==> config.mk <==
export PLATFORM = sky130hd
export DESIGN_NAME = phase_mem_decoder
export DESIGN_NICKNAME = d
export VERILOG_FILES = /design/src/rtl/pmd_pkg.sv /design/src/rtl/pmd_region_classify.sv /design/src/rtl/pmd_ram_strobe.sv /design/src/rtl/pmd_periph_strobe.sv /design/src/rtl/phase_mem_decoder.sv
export SDC_FILE = /design/constraint.sdc
export NUM_CORES = 1
export LEC_CHECK = 0
export ABC_CLOCK_PERIOD_IN_PS = 1480
export CAP_MARGIN = 25
export CORE_AREA = 2 2 39 41
export DETAILED_ROUTE_END_ITERATION = 7
export DIE_AREA = 0 0 41 43
export DONT_BUFFER_PORTS = 1
export GPL_TIMING_DRIVEN = 1
export PLACE_DENSITY = 0.3
export SYNTH_ARGS = -nofsm -noshare
export SYNTH_HDL_FRONTEND = slang
export SYNTH_SLANG_ARGS = --single-unit
==> constraint.sdc <==
create_clock -name vclk -period 1.48
set_clock_uncertainty 0.15 [all_clocks]
set_input_delay 0.222 -clock vclk [all_inputs]
set_output_delay 0.222 -clock vclk [all_outputs]
set_load 0.01 [all_outputs]
==> src/rtl/pmd_pkg.sv <==
package pmd_pkg;

    // Decoded region of an address
    typedef enum logic [2:0] {
        RGN_RAM  = 3'd0,
        RGN_HOLE = 3'd1,
        RGN_VREG = 3'd2,
        RGN_ROM  = 3'd3
    } region_e;

    // Default memory map
    localparam int unsigned DEF_ADDR_W    = 16;
    localparam int unsigned DEF_BANK_AW   = 15;
    localparam int unsigned DEF_RAM_BANKS = 2;
    localparam int unsigned DEF_RAM_LAST  = 32'h0000_DFFF;
    localparam int unsigned DEF_VREG_ADDR = 32'h0000_EFFF;
    localparam int unsigned DEF_ROM_FIRST = 32'h0000_F000;

endpackage

==> src/rtl/pmd_region_classify.sv <==
module pmd_region_classify
    import pmd_pkg::*;
#(
    parameter int unsigned ADDR_W    = DEF_ADDR_W,
    parameter int unsigned BANK_AW   = DEF_BANK_AW,
    parameter int unsigned RAM_BANKS = DEF_RAM_BANKS,
    parameter int unsigned RAM_LAST  = DEF_RAM_LAST,
    parameter int unsigned VREG_ADDR = DEF_VREG_ADDR,
    parameter int unsigned ROM_FIRST = DEF_ROM_FIRST,
    localparam int unsigned IDX_W    = (RAM_BANKS > 1) ? $clog2(RAM_BANKS) : 1
) (
    input  logic [ADDR_W-1:0] addr,
    output region_e           region,
    output logic [IDX_W-1:0]  bank_idx
);

    logic [31:0] addr_w;
    logic [31:0] bank_full;

    assign addr_w    = 32'(addr);
    assign bank_full = addr_w >> BANK_AW;

    // Ordered checks: RAM first, then the single register, then ROM
    always_comb begin
        region = RGN_HOLE;
        if (addr_w <= RAM_LAST) begin
            region = RGN_RAM;
        end else if (addr_w == VREG_ADDR) begin
            region = RGN_VREG;
        end else if (addr_w >= ROM_FIRST) begin
            region = RGN_ROM;
        end
    end

    assign bank_idx = bank_full[IDX_W-1:0];

endmodule

==> src/rtl/pmd_ram_strobe.sv <==
module pmd_ram_strobe
    import pmd_pkg::*;
#(
    parameter int unsigned RAM_BANKS = DEF_RAM_BANKS,
    localparam int unsigned IDX_W    = (RAM_BANKS > 1) ? $clog2(RAM_BANKS) : 1
) (
    input  region_e              region,
    input  logic [IDX_W-1:0]     bank_idx,
    input  logic                 phi2,
    input  logic                 rw_n,
    output logic [RAM_BANKS-1:0] cs_n,
    output logic                 we_n,
    output logic                 oe_n
);

    typedef struct packed {
        logic [RAM_BANKS-1:0] cs_n;
        logic                 we_n;
        logic                 oe_n;
    } ram_strobe_t;

    ram_strobe_t strobe_d;
    logic        ram_open;

    assign ram_open = phi2 && (region == RGN_RAM);

    always_comb begin
        strobe_d.cs_n = '1;
        strobe_d.we_n = 1'b1;
        strobe_d.oe_n = 1'b1;
        if (ram_open) begin
            strobe_d.we_n = rw_n;
            strobe_d.oe_n = ~rw_n;
        end
    end

    // One select per bank
    for (genvar b = 0; b < RAM_BANKS; b++) begin : g_bank
        assign cs_n[b] = ~(ram_open && (bank_idx == IDX_W'(b)));
    end

    assign we_n = strobe_d.we_n;
    assign oe_n = strobe_d.oe_n;

endmodule

==> src/rtl/pmd_periph_strobe.sv <==
module pmd_periph_strobe
    import pmd_pkg::*;
(
    input  region_e region,
    input  logic    phi2,
    output logic    rom_cs_n,
    output logic    vreg_cs_n
);

    typedef struct packed {
        logic rom_cs_n;
        logic vreg_cs_n;
    } periph_strobe_t;

    periph_strobe_t strobe_d;

    always_comb begin
        strobe_d.rom_cs_n  = 1'b1;
        strobe_d.vreg_cs_n = 1'b1;
        if (phi2) begin
            strobe_d.rom_cs_n  = (region != RGN_ROM);
            strobe_d.vreg_cs_n = (region != RGN_VREG);
        end
    end

    assign rom_cs_n  = strobe_d.rom_cs_n;
    assign vreg_cs_n = strobe_d.vreg_cs_n;

endmodule

==> src/rtl/phase_mem_decoder.sv <==
module phase_mem_decoder
    import pmd_pkg::*;
#(
    parameter int unsigned ADDR_W    = DEF_ADDR_W,
    parameter int unsigned BANK_AW   = DEF_BANK_AW,
    parameter int unsigned RAM_BANKS = DEF_RAM_BANKS,
    parameter int unsigned RAM_LAST  = DEF_RAM_LAST,
    parameter int unsigned VREG_ADDR = DEF_VREG_ADDR,
    parameter int unsigned ROM_FIRST = DEF_ROM_FIRST
) (
    input  logic [ADDR_W-1:0]    addr,
    input  logic                 rw_n,
    input  logic                 phi2,
    output logic [RAM_BANKS-1:0] ram_cs_n,
    output logic                 ram_we_n,
    output logic                 ram_oe_n,
    output logic                 rom_cs_n,
    output logic                 vreg_cs_n
);

    localparam int unsigned IDX_W = (RAM_BANKS > 1) ? $clog2(RAM_BANKS) : 1;

    region_e          region;
    logic [IDX_W-1:0] bank_idx;

    pmd_region_classify #(
        .ADDR_W   (ADDR_W),
        .BANK_AW  (BANK_AW),
        .RAM_BANKS(RAM_BANKS),
        .RAM_LAST (RAM_LAST),
        .VREG_ADDR(VREG_ADDR),
        .ROM_FIRST(ROM_FIRST)
    ) u_classify (
        .addr    (addr),
        .region  (region),
        .bank_idx(bank_idx)
    );

    pmd_ram_strobe #(
        .RAM_BANKS(RAM_BANKS)
    ) u_ram (
        .region  (region),
        .bank_idx(bank_idx),
        .phi2    (phi2),
        .rw_n    (rw_n),
        .cs_n    (ram_cs_n),
        .we_n    (ram_we_n),
        .oe_n    (ram_oe_n)
    );

    pmd_periph_strobe u_periph (
        .region   (region),
        .phi2     (phi2),
        .rom_cs_n (rom_cs_n),
        .vreg_cs_n(vreg_cs_n)
    );

endmodule

==> After elaboration in Yosys (flattened, before gate mapping) <==
Index checks and enable logic that the tools add are counted.
{ "classes": {"order_cmp": 2, "n_eq_ne": 3, "muxes": 5, "bitwise": 4, "reduce_logical": 4} }
{ "ops": {"columns": ["operator", "count"], "rows": [
  ["== test 16 bit (second input constant)", 1],
  [">= comparator 16 bit (second input constant)", 1],
  ["<= comparator 16 bit (second input constant)", 1],
  ["two-way mux 2 bit", 3],
  ["two-way mux 3 bit", 2],
  ["!= test 3 x 2 -> 1 bit (second input constant)", 2],
  ["NOT 1 bit", 4],
  ["logical AND 1 bit", 3],
  ["logical NOT 3 bit", 1]
]} }
{ "word_totals": {"regBits": 0, "in_bits": 18, "output_inout_bits": 6, "elab_cells": 18} }

==> Depth between registers and ports, before layout <==
{ "logic_depth": {"depth_word": 8, "ltp_mapped": 3, "ltp_nobuf": 3} }

==> By module <==
Synthesis repeated with hierarchy kept, for this count alone.
{ "hier_totals": {"cells_unflattened": 18, "hier_area_um2": 135.1} }
{ "modules_own_cells": {"columns": ["module", "instances", "cells_per_inst", "area_each_um2", "seq_area_each_um2"], "rows": [
  ["pmd_region_classify", 1, 11, 71.3, 0.0],
  ["pmd_ram_strobe", 1, 5, 43.8, 0.0],
  ["pmd_periph_strobe", 1, 2, 20.0, 0.0]
]} }

==> Least setup slack after synthesis <==
OpenSTA, ideal clock, no wires.
{ "synth_path": {"kind": "input-to-output", "start": "input addr[8]", "end": "output vreg_cs_n", "t_arrival_ns": 0.718, "required_time_ns": 1.108, "setup_slack_ns": 0.390, "path_stages": 3, "path_buffers": 0, "path_cell_list": "nand4_1 > nor4_1 > nand4_1"} }
{ "synth_between": {"elab_chain_len": 6, "word_cells_on_any_way": 8, "cone_classes": "order compare (2); eq/ne (2); mux (4)"} }
{ "synth_lines": {"columns": ["item", "line", "source"], "rows": [
  ["from (decl)", "phase_mem_decoder.sv:11", "input logic [ADDR_W-1:0] addr,"],
  [">= comparator 16 bit", "pmd_region_classify.sv:30", "end else if (addr_w >= ROM_FIRST) begin"],
  ["two-way mux 2 bit", "pmd_region_classify.sv:30", null],
  ["two-way mux 3 bit", "pmd_region_classify.sv:28", "end else if (addr_w == VREG_ADDR) begin"],
  ["two-way mux 3 bit (*)", "pmd_region_classify.sv:26", "if (addr_w <= RAM_LAST) begin"],
  ["!= test 3 x 2 -> 1 bit (*)", "pmd_periph_strobe.sv:22", "strobe_d.vreg_cs_n = (region != RGN_VREG);"],
  ["two-way mux 2 bit (*)", "pmd_periph_strobe.sv:20", "if (phi2) begin"],
  ["to (decl)", "phase_mem_decoder.sv:18", "output logic vreg_cs_n"]
]} }
Every way passes the cells marked *; elsewhere a longest branch is shown, timed or not.

==> Worst setup path after layout <==
{ "layout_path": {"start": "input phi2", "end": "output vreg_cs_n"} }
{ "layout_between": {"elab_chain_len": 1} }
{ "layout_lines": {"columns": ["item", "line", "source"], "rows": [
  ["from (decl)", "phase_mem_decoder.sv:13", "input logic phi2,"],
  ["two-way mux 2 bit", "pmd_periph_strobe.sv:20", null]
]} }
No other way between the ends.

==> run metrics <==
vias per cell=4.483; Critical path origin=phi2; die footprint=0.001763 mm2; IO Count=24; post-CTS setup repair buffer count=0; Peak VDD IR=0.00002620 V; fmax=0.8582 GHz; Ys Warns=0; CP required=1110 ps; first-pass GRT wire length=669 um; Hold/Removal Path Class=in -> out; CP endpoint kind=output port; register area share after synthesis=0%; worst-margin pin slew=258.4 ps; Synth-to-Final Area Change=24.62%; Die W=41 um; port bufs=0; per-cell routed wire length=17.21 um; Netlist Area Pre-Place=81.33 um2; crit path max fanout=6; gpl congestion=0.6096; P per Cell Area=151.6 mW/mm2; FF+latch count=0; DR iter-0 viols=0; final setup TNS=0 ps; Unique masters post-synth=8; filler instances=162; DR vias=130; initial antenna violation count=0; # setup viols final=0; Power, Total=0.01536 mW; RSZ-0062 raised after global routing=no; final hold viol count=0; Routed Antenna Nets=0; syn_nets=31; Syn Inst Count=13; Worst slew margin=82.62%; status=complete, no violations; Routed WL=499 um; # rows=14; post-CTS resize count=0; min Tclk post-route=1165 ps; number of global-route vias before repair=146; Crit Path Class=in -> out; HPWL Detailed=477 um; # DRC=0; largest net degree at the start of global routing=7; min-delay src=rw_n; final period utilization=78.74%; Core Box Area=0.001384 mm2; CP Launch Type=input port; Mapped Avg Cell Area=6.256 um2; antenna fix cells=0; Post-layout nets=33; Slew Viols, Final=0; share of layout cells above drive strength 1=0%; drt pass-1 iters=1; clkbuf count=0; gr ovfl total=0; # hold bufs at CTS=0; Lkg Pwr=0.01728 nW; Initial Utilization=5.877%; crit path DAT=790 ps; multi-input logic area=81.33 um2; Die Ht=43 um; maxcap violations=0; register area=0 um2; GRT Total Usage=5.594%
==> report_power, final <==
part           switching [mW]  internal, mW  leakage, nW  total (mW)
clock                       0             0            0           0
sequential                  0             0            0           0
combinational         0.00945       0.00591       0.0173      0.0154
total                 0.00945       0.00591       0.0173      0.0154
==> per-stage QoR <==
step | cell area, um2 | instances | worst slack (ps) | hold WS (ps) | util (%)
floorplan | 81.33 | 13 | 389.7 | 385.9 | -
global placement | 101.3 | 29 | 333.0 | 398.0 | 7.324
detailed placement | 101.3 | 29 | 308.1 | 394.3 | 7.324
CTS | 101.3 | 29 | 308.1 | 394.7 | 7.324
global route | 101.3 | 29 | 248.9 | 395.8 | 7.324
finish | 101.3 | 29 | 314.7 | 391.9 | 7.324
==> layout by cell type, fill, tap and decap left out, drive strengths merged <==
master  n
nand4   4
nand2   2
nand3b  2
nand4b  1
nor4    1
and2    1
nand3   1
or2b    1
==> final timing paths <==
| path | to | depth (start not counted) |
|---|---|---|
| max | vreg_cs_n | 3 |
| min | ram_oe_n | 1 |
==> synth_stat cells <==
| master | instances | area, um2 |
|---|---|---|
| and2_1 | 1 | 6.260 |
| nand2_1 | 2 | 7.510 |
| nand3_1 | 1 | 5.000 |
| nand3b_1 | 2 | 15.01 |
| nand4_1 | 4 | 25.02 |
| nand4b_1 | 1 | 8.760 |
| nor4_1 | 1 | 6.260 |
| or2b_1 | 1 | 7.510 |
==> per-layer routing <==
| layer | share of wire (%) | vias to the layer above | track usage, % | routed length [um] |
|---|---|---|---|---|
| met3 | 30 | 0 | 5.236 | 148 |
| met4 | 0 | 0 | 0 | 0 |
| met2 | 22 | 26 | 5.625 | 112 |
| met1 | 48 | 50 | 8.861 | 238 |
| met5 | 0 | - | 0 | 0 |
| li1 | - | 54 | - | - |
==> cell families after synthesis <==
family	count (synthesis)	synth area share [%]
AND/OR/NAND/NOR	13	100.0
==> worst max-delay path: stages <==
cell and delay, ps:
nand4_1 100, nor4_1 270, nand4_1 210
==> area by class of cell <==
type                       instances  share of cell area [%]
multi-input combinational         13                   80.25
tap                               16                   19.75
Power figures use the tool's default switching activity.
